## config.mk

```make
export PLATFORM = sky130hd
export DESIGN_NAME = wb_cache
export DESIGN_NICKNAME = d
export VERILOG_FILES = /design/src/rtl/wb_cache_pkg.sv /design/src/rtl/wb_cache_lookup.sv /design/src/rtl/wb_cache_lru.sv /design/src/rtl/wb_cache.sv
export SDC_FILE = /design/constraint.sdc
export NUM_CORES = 1
export LEC_CHECK = 0
export BUFFER_PORTS_ARGS = -buffer_cell sky130_fd_sc_hd__buf_2
export CORE_MARGIN = 5
export CORE_UTILIZATION = 45
export DETAILED_ROUTE_END_ITERATION = 8
export HOLD_SLACK_MARGIN = 0.12
export PLACE_DENSITY = 0.61
export SLEW_MARGIN = 15
export SYNTH_ARGS = -nofsm -noshare
export SYNTH_HDL_FRONTEND = slang
export SYNTH_SLANG_ARGS = --single-unit
```

## constraint.sdc

```tcl
create_clock -name clk_i -period 2.65 [get_ports clk_i]
set_clock_uncertainty 0.2 [all_clocks]
set_input_delay 0.53 -clock clk_i [delete_from_list [all_inputs] [get_ports clk_i]]
set_output_delay 0.53 -clock clk_i [all_outputs]
set_load 0.005 [all_outputs]
```

## src/rtl/wb_cache_pkg.sv

```systemverilog
package wb_cache_pkg;
  typedef enum logic [1:0] {
    ST_IDLE = 2'd0,
    ST_WB   = 2'd1,
    ST_FILL = 2'd2
  } cache_state_e;
endpackage

```

## src/rtl/wb_cache_lookup.sv

```systemverilog
module wb_cache_lookup #(
  parameter int WAYS  = 2,
  parameter int TAG_W = 4,
  localparam int IDX_W = (WAYS > 1) ? $clog2(WAYS) : 1
) (
  input  logic             clk_i,
  input  logic             rst_ni,
  input  logic [WAYS-1:0]  valid_i,
  input  logic [TAG_W-1:0] tags_i [WAYS],
  input  logic [IDX_W-1:0] ages_i [WAYS],
  input  logic [TAG_W-1:0] tag_i,
  output logic             hit_o,
  output logic [IDX_W-1:0] hit_way_o,
  output logic [IDX_W-1:0] victim_o
);
  logic [WAYS-1:0] hit_vec;

  for (genvar w = 0; w < WAYS; w++) begin : g_cmp
    assign hit_vec[w] = valid_i[w] && (tags_i[w] == tag_i);
  end

  assign hit_o = |hit_vec;

  always_comb begin
    hit_way_o = '0;
    for (int w = 0; w < WAYS; w++)
      if (hit_vec[w]) hit_way_o = IDX_W'(w);
  end

  // lowest invalid way wins; else the oldest way
  always_comb begin
    logic found;
    found    = 1'b0;
    victim_o = '0;
    for (int w = 0; w < WAYS; w++)
      if (ages_i[w] == IDX_W'(WAYS - 1)) victim_o = IDX_W'(w);
    for (int w = 0; w < WAYS; w++)
      if (!valid_i[w] && !found) begin
        victim_o = IDX_W'(w);
        found    = 1'b1;
      end
  end

  p_hit_onehot_r2: assert property (@(posedge clk_i) disable iff (!rst_ni)
    $onehot0(hit_vec));

  p_victim_prefers_empty_r8: assert property (@(posedge clk_i) disable iff (!rst_ni)
    (~valid_i != '0) |-> !valid_i[victim_o]);
endmodule

```

## src/rtl/wb_cache_lru.sv

```systemverilog
module wb_cache_lru #(
  parameter int WAYS = 2,
  parameter int SETS = 4,
  localparam int IDX_W = (WAYS > 1) ? $clog2(WAYS) : 1,
  localparam int SET_W = (SETS > 1) ? $clog2(SETS) : 1
) (
  input  logic             clk_i,
  input  logic             rst_ni,
  input  logic             touch_i,
  input  logic [SET_W-1:0] set_i,
  input  logic [IDX_W-1:0] way_i,
  output logic [IDX_W-1:0] ages_o [WAYS]
);
  // per-line age: 0 = most recent, WAYS-1 = least recent
  logic [IDX_W-1:0] age_q [SETS][WAYS];

  always_ff @(posedge clk_i or negedge rst_ni) begin
    if (!rst_ni) begin
      for (int s = 0; s < SETS; s++)
        for (int w = 0; w < WAYS; w++)
          age_q[s][w] <= IDX_W'(w);
    end else if (touch_i) begin
      for (int w = 0; w < WAYS; w++) begin
        if (IDX_W'(w) == way_i)
          age_q[set_i][w] <= '0;
        else if (age_q[set_i][w] < age_q[set_i][way_i])
          age_q[set_i][w] <= age_q[set_i][w] + 1'b1;
      end
    end
  end

  always_comb
    for (int w = 0; w < WAYS; w++) ages_o[w] = age_q[set_i][w];

  p_touched_is_newest_r8: assert property (@(posedge clk_i) disable iff (!rst_ni)
    touch_i |=> (age_q[$past(set_i)][$past(way_i)] == '0));
endmodule

```

## src/rtl/wb_cache.sv

```systemverilog
module wb_cache
  import wb_cache_pkg::*;
#(
  parameter int ADDR_W = 8,
  parameter int OFF_W  = 2,
  parameter int SET_W  = 2,
  parameter int WAYS   = 2,
  localparam int BLK_W   = 8 << OFF_W,
  localparam int SETS    = 1 << SET_W,
  localparam int TAG_W   = ADDR_W - OFF_W - SET_W,
  localparam int BADDR_W = ADDR_W - OFF_W,
  localparam int IDX_W   = (WAYS > 1) ? $clog2(WAYS) : 1
) (
  input  logic               clk_i,
  input  logic               rst_ni,
  input  logic               req_i,
  input  logic               we_i,
  input  logic [ADDR_W-1:0]  addr_i,
  input  logic [7:0]         wdata_i,
  output logic               ready_o,
  output logic [7:0]         rdata_o,
  output logic               hit_o,
  output logic               mem_req_o,
  output logic               mem_we_o,
  output logic [BADDR_W-1:0] mem_addr_o,
  output logic [BLK_W-1:0]   mem_wdata_o,
  input  logic               mem_ready_i,
  input  logic [BLK_W-1:0]   mem_rdata_i
);
  cache_state_e     state_q;
  logic             ready_q, hit_q, miss_q;
  logic [7:0]       rdata_q;
  logic [IDX_W-1:0] vic_q;

  logic [WAYS-1:0]  valid_q [SETS];
  logic [WAYS-1:0]  dirty_q [SETS];
  logic [TAG_W-1:0] tag_q   [SETS][WAYS];
  logic [BLK_W-1:0] data_q  [SETS][WAYS];

  // address fields
  logic [OFF_W-1:0] off;
  logic [SET_W-1:0] set_idx;
  logic [TAG_W-1:0] tag;
  logic [OFF_W+2:0] bsel;
  assign off     = addr_i[OFF_W-1:0];
  assign set_idx = addr_i[OFF_W +: SET_W];
  assign tag     = addr_i[ADDR_W-1 -: TAG_W];
  assign bsel    = {off, 3'b000};

  logic [TAG_W-1:0] set_tags [WAYS];
  logic [IDX_W-1:0] ages     [WAYS];
  logic             lk_hit;
  logic [IDX_W-1:0] hit_way, victim;
  logic             accept, fill_done;

  always_comb
    for (int w = 0; w < WAYS; w++) set_tags[w] = tag_q[set_idx][w];

  assign accept    = req_i && !ready_q && (state_q == ST_IDLE);
  assign fill_done = (state_q == ST_FILL) && mem_ready_i;

  wb_cache_lookup #(.WAYS(WAYS), .TAG_W(TAG_W)) u_lookup (
    .clk_i     (clk_i),
    .rst_ni    (rst_ni),
    .valid_i   (valid_q[set_idx]),
    .tags_i    (set_tags),
    .ages_i    (ages),
    .tag_i     (tag),
    .hit_o     (lk_hit),
    .hit_way_o (hit_way),
    .victim_o  (victim)
  );

  wb_cache_lru #(.WAYS(WAYS), .SETS(SETS)) u_lru (
    .clk_i   (clk_i),
    .rst_ni  (rst_ni),
    .touch_i ((accept && lk_hit) || fill_done),
    .set_i   (set_idx),
    .way_i   (fill_done ? vic_q : hit_way),
    .ages_o  (ages)
  );

  // control and flags
  always_ff @(posedge clk_i or negedge rst_ni) begin
    if (!rst_ni) begin
      state_q <= ST_IDLE;
      ready_q <= 1'b0;
      hit_q   <= 1'b0;
      miss_q  <= 1'b0;
      rdata_q <= '0;
      vic_q   <= '0;
      for (int s = 0; s < SETS; s++) begin
        valid_q[s] <= '0;
        dirty_q[s] <= '0;
      end
    end else begin
      ready_q <= 1'b0;
      unique case (state_q)
        ST_IDLE: if (accept) begin
          if (lk_hit) begin
            ready_q <= 1'b1;
            hit_q   <= !miss_q;
            miss_q  <= 1'b0;
            rdata_q <= data_q[set_idx][hit_way][bsel +: 8];
            if (we_i) dirty_q[set_idx][hit_way] <= 1'b1;
          end else begin
            miss_q  <= 1'b1;
            vic_q   <= victim;
            state_q <= (valid_q[set_idx][victim] && dirty_q[set_idx][victim])
                       ? ST_WB : ST_FILL;
          end
        end
        ST_WB: if (mem_ready_i) state_q <= ST_FILL;
        ST_FILL: if (mem_ready_i) begin
          valid_q[set_idx][vic_q] <= 1'b1;
          dirty_q[set_idx][vic_q] <= 1'b0;
          state_q                 <= ST_IDLE;
        end
        default: state_q <= ST_IDLE;
      endcase
    end
  end

  // line storage, no reset
  always_ff @(posedge clk_i) begin
    if (accept && lk_hit && we_i)
      data_q[set_idx][hit_way][bsel +: 8] <= wdata_i;
    if (fill_done) begin
      data_q[set_idx][vic_q] <= mem_rdata_i;
      tag_q[set_idx][vic_q]  <= tag;
    end
  end

  assign ready_o     = ready_q;
  assign rdata_o     = rdata_q;
  assign hit_o       = hit_q;
  assign mem_req_o   = (state_q != ST_IDLE);
  assign mem_we_o    = (state_q == ST_WB);
  assign mem_addr_o  = (state_q == ST_WB) ? {tag_q[set_idx][vic_q], set_idx}
                                          : {tag, set_idx};
  assign mem_wdata_o = data_q[set_idx][vic_q];

  p_ready_pulse_r12: assert property (@(posedge clk_i) disable iff (!rst_ni)
    ready_o |=> !ready_o);

  p_mem_idle_on_resp_r12: assert property (@(posedge clk_i) disable iff (!rst_ni)
    ready_o |-> !mem_req_o);

  p_wb_then_fill_r6: assert property (@(posedge clk_i) disable iff (!rst_ni)
    (state_q == ST_WB && mem_ready_i) |=> (mem_req_o && !mem_we_o));

  p_fill_makes_hit_r5: assert property (@(posedge clk_i) disable iff (!rst_ni)
    fill_done |=> (state_q == ST_IDLE && lk_hit));
endmodule

```

==> impl_metrics.sql <==
INSERT INTO impl_metrics (metric_group, metric, value, unit) VALUES
('critical_path', 'r2r.worst_path.cells', '9', ''),
('yosys', 'synth_cell_type_count', '40', ''),
('sta', 'finalSetupViolCount', '244', ''),
('drt', 'drtIter0Drc', '852', ''),
('placed_design', 'portBuffers', '102', ''),
('finish', 'antenna_cells', '0', ''),
('die', 'fp.dieW', '188', 'um'),
('finish', 'nets', '1337', ''),
('clocking', 'cts.path.max_buffers', '3', ''),
('yosys', 'synthesis.area_per_instance', '14.2', 'um^2'),
('sta', 'whs', '0.183', 'ns'),
('power_and_ir_drop', 'worst_ir_drop_vdd', '0.464', 'mV'),
('drt', 'ant_nets', '0', ''),
('yosys', 'synth_most_common_cell', 'edfxtp_1', ''),
('yosys', 'synthesis.yosys.warnings', '0', ''),
('run_status', 'outcome', 'finished, violations left', ''),
('critical_path', 'critPathLaunchType', 'flip-flop', ''),
('yosys', 'synth.cell_area', '14300', 'um^2'),
('clocking', 'cts.sink_count', '326', ''),
('critical_path', 'setup.worst_path.end_class', 'flip-flop', ''),
('finish', 'areaGrowthSynthToFinish', '31.9', '%'),
('yosys', 'dominantRegCellSynth', 'edfxtp_1', ''),
('sta', 'max_slew_margin', '54.9', '%'),
('die', 'std_cell_rows', '65', ''),
('placed_design', 'place_congestion', '0.940', ''),
('grt', 'globalRouteTotalUtil', '22.3', '%'),
('clocking', 'clkLatencyLatePin', '0.52', 'ns'),
('drt', 'drtPass1Iterations', '5', ''),
('sta', 'setup_slack', '-0.0758', 'ns'),
('grt', 'grt_pass1_wl', '59900', 'um'),
('finish', 'final_area', '18900', 'um^2'),
('critical_path', 'worst_ep_required_time', '2.85', 'ns'),
('yosys', 'yosysSeqAreaShare', '67.2', '%'),
('power_and_ir_drop', 'cellLeakagePower', '0.00704', 'uW'),
('yosys', 'synth_area_leaders', 'edfxtp_1 60%, mux4_2 12%, nand2_1 6.7%', ''),
('run_status', 'failed_checks', 'setup timing', ''),
('critical_path', 'reg2reg_to', 'u_lru.age_q[5]$_DFFE_PN0P_', ''),
('drt', 'avgViaCountPerCell', '5.62', ''),
('critical_path', 'r2r_setup_slack', '-0.08', 'ns'),
('critical_path', 'critical_path_peak_fanout', '5', ''),
('grt', 'antenna_found_initial', '0', ''),
('finish', 'drive_above_1_share', '38.1', '%'),
('clocking', 'path_clk_slew', '0.06', 'ns'),
('critical_path', 'setup.worst_path.class', 'reg -> reg', ''),
('sta', 'min_period_over_period', '103', '%'),
('die', 'chipHeight', '188', 'um'),
('yosys', 'yosysTopAreaCellShare', '60.5', '%'),
('yosys', 'synth_edf_count', '288', ''),
('flow_run', 'maxCapViolCount', '0', ''),
('sta', 'finalHoldViolations', '0', ''),
('yosys', 'synth-seq-cells', '326', ''),
('sta', 'slew_violations', '0', ''),
('clocking', 'cts_tree', 'yes', ''),
('finish', 'fillers', '2422', ''),
('clocking', 'cts-htree-levels', '2', ''),
('yosys', 'yosys.area.top_type', 'edfxtp_1', ''),
('drt', 'drt-wirelength-per-cell', '23.1', 'um'),
('die', 'floorplan.initialDensity', '45.4', '%'),
('sta', 'grt_setup_unrepaired', 'true', ''),
('placed_design', 'hpwlAfterDp', '27100', 'um'),
('hold_path', 'min_path_type', 'in -> async', ''),
('placed_design', 'placedInstanceArea', '16900', 'um^2'),
('grt', 'first_global_vias', '9790', ''),
('finish', 'post-route-util', '59.9', '%'),
('die', 'die_area', '35400', 'um^2'),
('critical_path', 'critPathArrivalTime', '2.93', 'ns'),
('yosys', 'synth-async-reset-ratio', '11.7', '%'),
('drt', 'routed_wl', '39400', 'um'),
('drt', 'drc', '0', ''),
('grt', 'gr-total-overflow', '0', ''),
('critical_path', 'rr_startpoint', 'tag_q[3][7]$_DFFE_PP_', ''),
('die', 'pin_count', '103', ''),
('yosys', 'postSynthNetCount', '1064', ''),
('power_and_ir_drop', 'pwr_density_cell', '743', 'nW/um^2'),
('sta', 'tightest_slew', '0.674', 'ns'),
('grt', 'grt_start_max_net_pins', '50', ''),
('die', 'floorplan.core_area', '31500', 'um^2'),
('sta', 'top_achievable_clock_speed', '0.367', 'GHz'),
('placed_design', 'dpl_worst_slack', '-0.534', 'ns'),
('drt', 'dr_total_vias', '9605', ''),
('sta', 'period_needed', '2.73', 'ns'),
('yosys', 'syn-instance-count', '1006', ''),
('yosys', 'netlist_top_cells_count', '288 x edfxtp_1, 256 x nand2_1, 78 x mux4_2, 75 x o21ai_0, 47 x nor2_1', ''),
('clocking', 'clock_root_buffer', 'clkbuf_16', ''),
('clocking', 'numCtsBuffers', '37', '');
worst max path at each step:
stage,startpoint,to,depth (start not counted)
finish,tag_q[3][7]$_DFFE_PP_,u_lru.age_q[5]$_DFFE_PN0P_,9
floorplan,addr_i[2],data_q[0][32]$_DFFE_PP_,9
detailed placement,addr_i[2],data_q[2][43]$_DFFE_PP_,10
CTS,tag_q[1][3]$_DFFE_PP_,u_lru.age_q[5]$_DFFE_PN0P_,9
global placement,addr_i[2],data_q[0][53]$_DFFE_PP_,10
global route,tag_q[1][7]$_DFFE_PP_,u_lru.age_q[3]$_DFFE_PN0P_,9
where the power goes:
part           switching, uW  internal (uW)  leakage [uW]
registers                139           5980       0.00312
logic                   1660           1230       0.00334
clock network           2010           2980      0.000586
kinds of logic after synthesis:
family	after synthesis	synth area share, %
multiplexers	92	13.3
AND/OR/NAND/NOR	342	9.66
flip-flops	326	67.2
XOR/XNOR	8	0.490
AO/OA/AOI/OAI	159	6.67
adder cells (fa/ha/maj)	5	0.438
buffers and inverters	74	2.31
what timing repair did:
action,in CTS,in global routing
setup endpoints to repair,266,324
hold buffers,2,0
pin swaps,22,14
resized for setup,36,11
hold endpoints to repair,35,0
gates cloned,5,0
buffers inserted,28,4
cells in the final DEF (no fill, tap or decap), drive strengths merged, types with 8 or more instances in the layout:
cell and n:
o21ai 86, nor2 48, edfxtp 288, a31oi 9
mux4 78, dfrtp 34, inv 11, or2 8
mux2i 14, a32o 8, a21oi 29, xnor2 8
nand2b 8, buf 296, nand2 256, o31ai 9
a22o 8, clkbuf 46, clkinv 14, o32a 8
routing by layer:
metal	part of all wire, %	vias to the layer above	GRT usage, %
met5	0	-	0
met4	2.8	0	6.49
met3	8.3	69	3.91
met2	46	390	34.8
met1	43	4799	32.5
li1	-	4347	-
registers in the layout, summed over array words and instances (netlist names), 2 cells and up:
name,count
valid_q,8
state_q,2
rdata_o,8
dirty_q,8
u_lru.age_q,8
data_q,256
tag_q,32
final cells by class:
cell class / count / area, um^2 / share of cell area, %
inverter: 9 / 33.8 / 0.179
clock inverter: 20 / 184 / 0.975
sequential: 326 / 9600 / 50.9
clock buffer: 46 / 1000 / 5.31
multi-input combinational: 606 / 4790 / 25.4
tap: 402 / 503 / 2.67
timing repair buffer: 299 / 2750 / 14.6
per-stage QoR:
step	setup TNS, ns	total power (uW)	std cells
after floorplan	-47.71	7510	1006
after global routing	-39.46	14600	1708
after CTS	-5.27	14100	1705
final	-7.17	14000	1708
after global placement	-128.31	8890	1605
after detailed placement	-132.22	8940	1605
critical path, cell delays in order (launching register included):
cell      delay [ns]
edfxtp_1        0.35
mux4_2          0.51
xnor2_1         0.21
nand3_1         0.20
buf_4           0.19
nor2_2          0.16
o21ai_2         0.12
and2_1          0.19
buf_4           0.15
o32a_1          0.33
No activity file was read; power rests on OpenSTA's default activity.
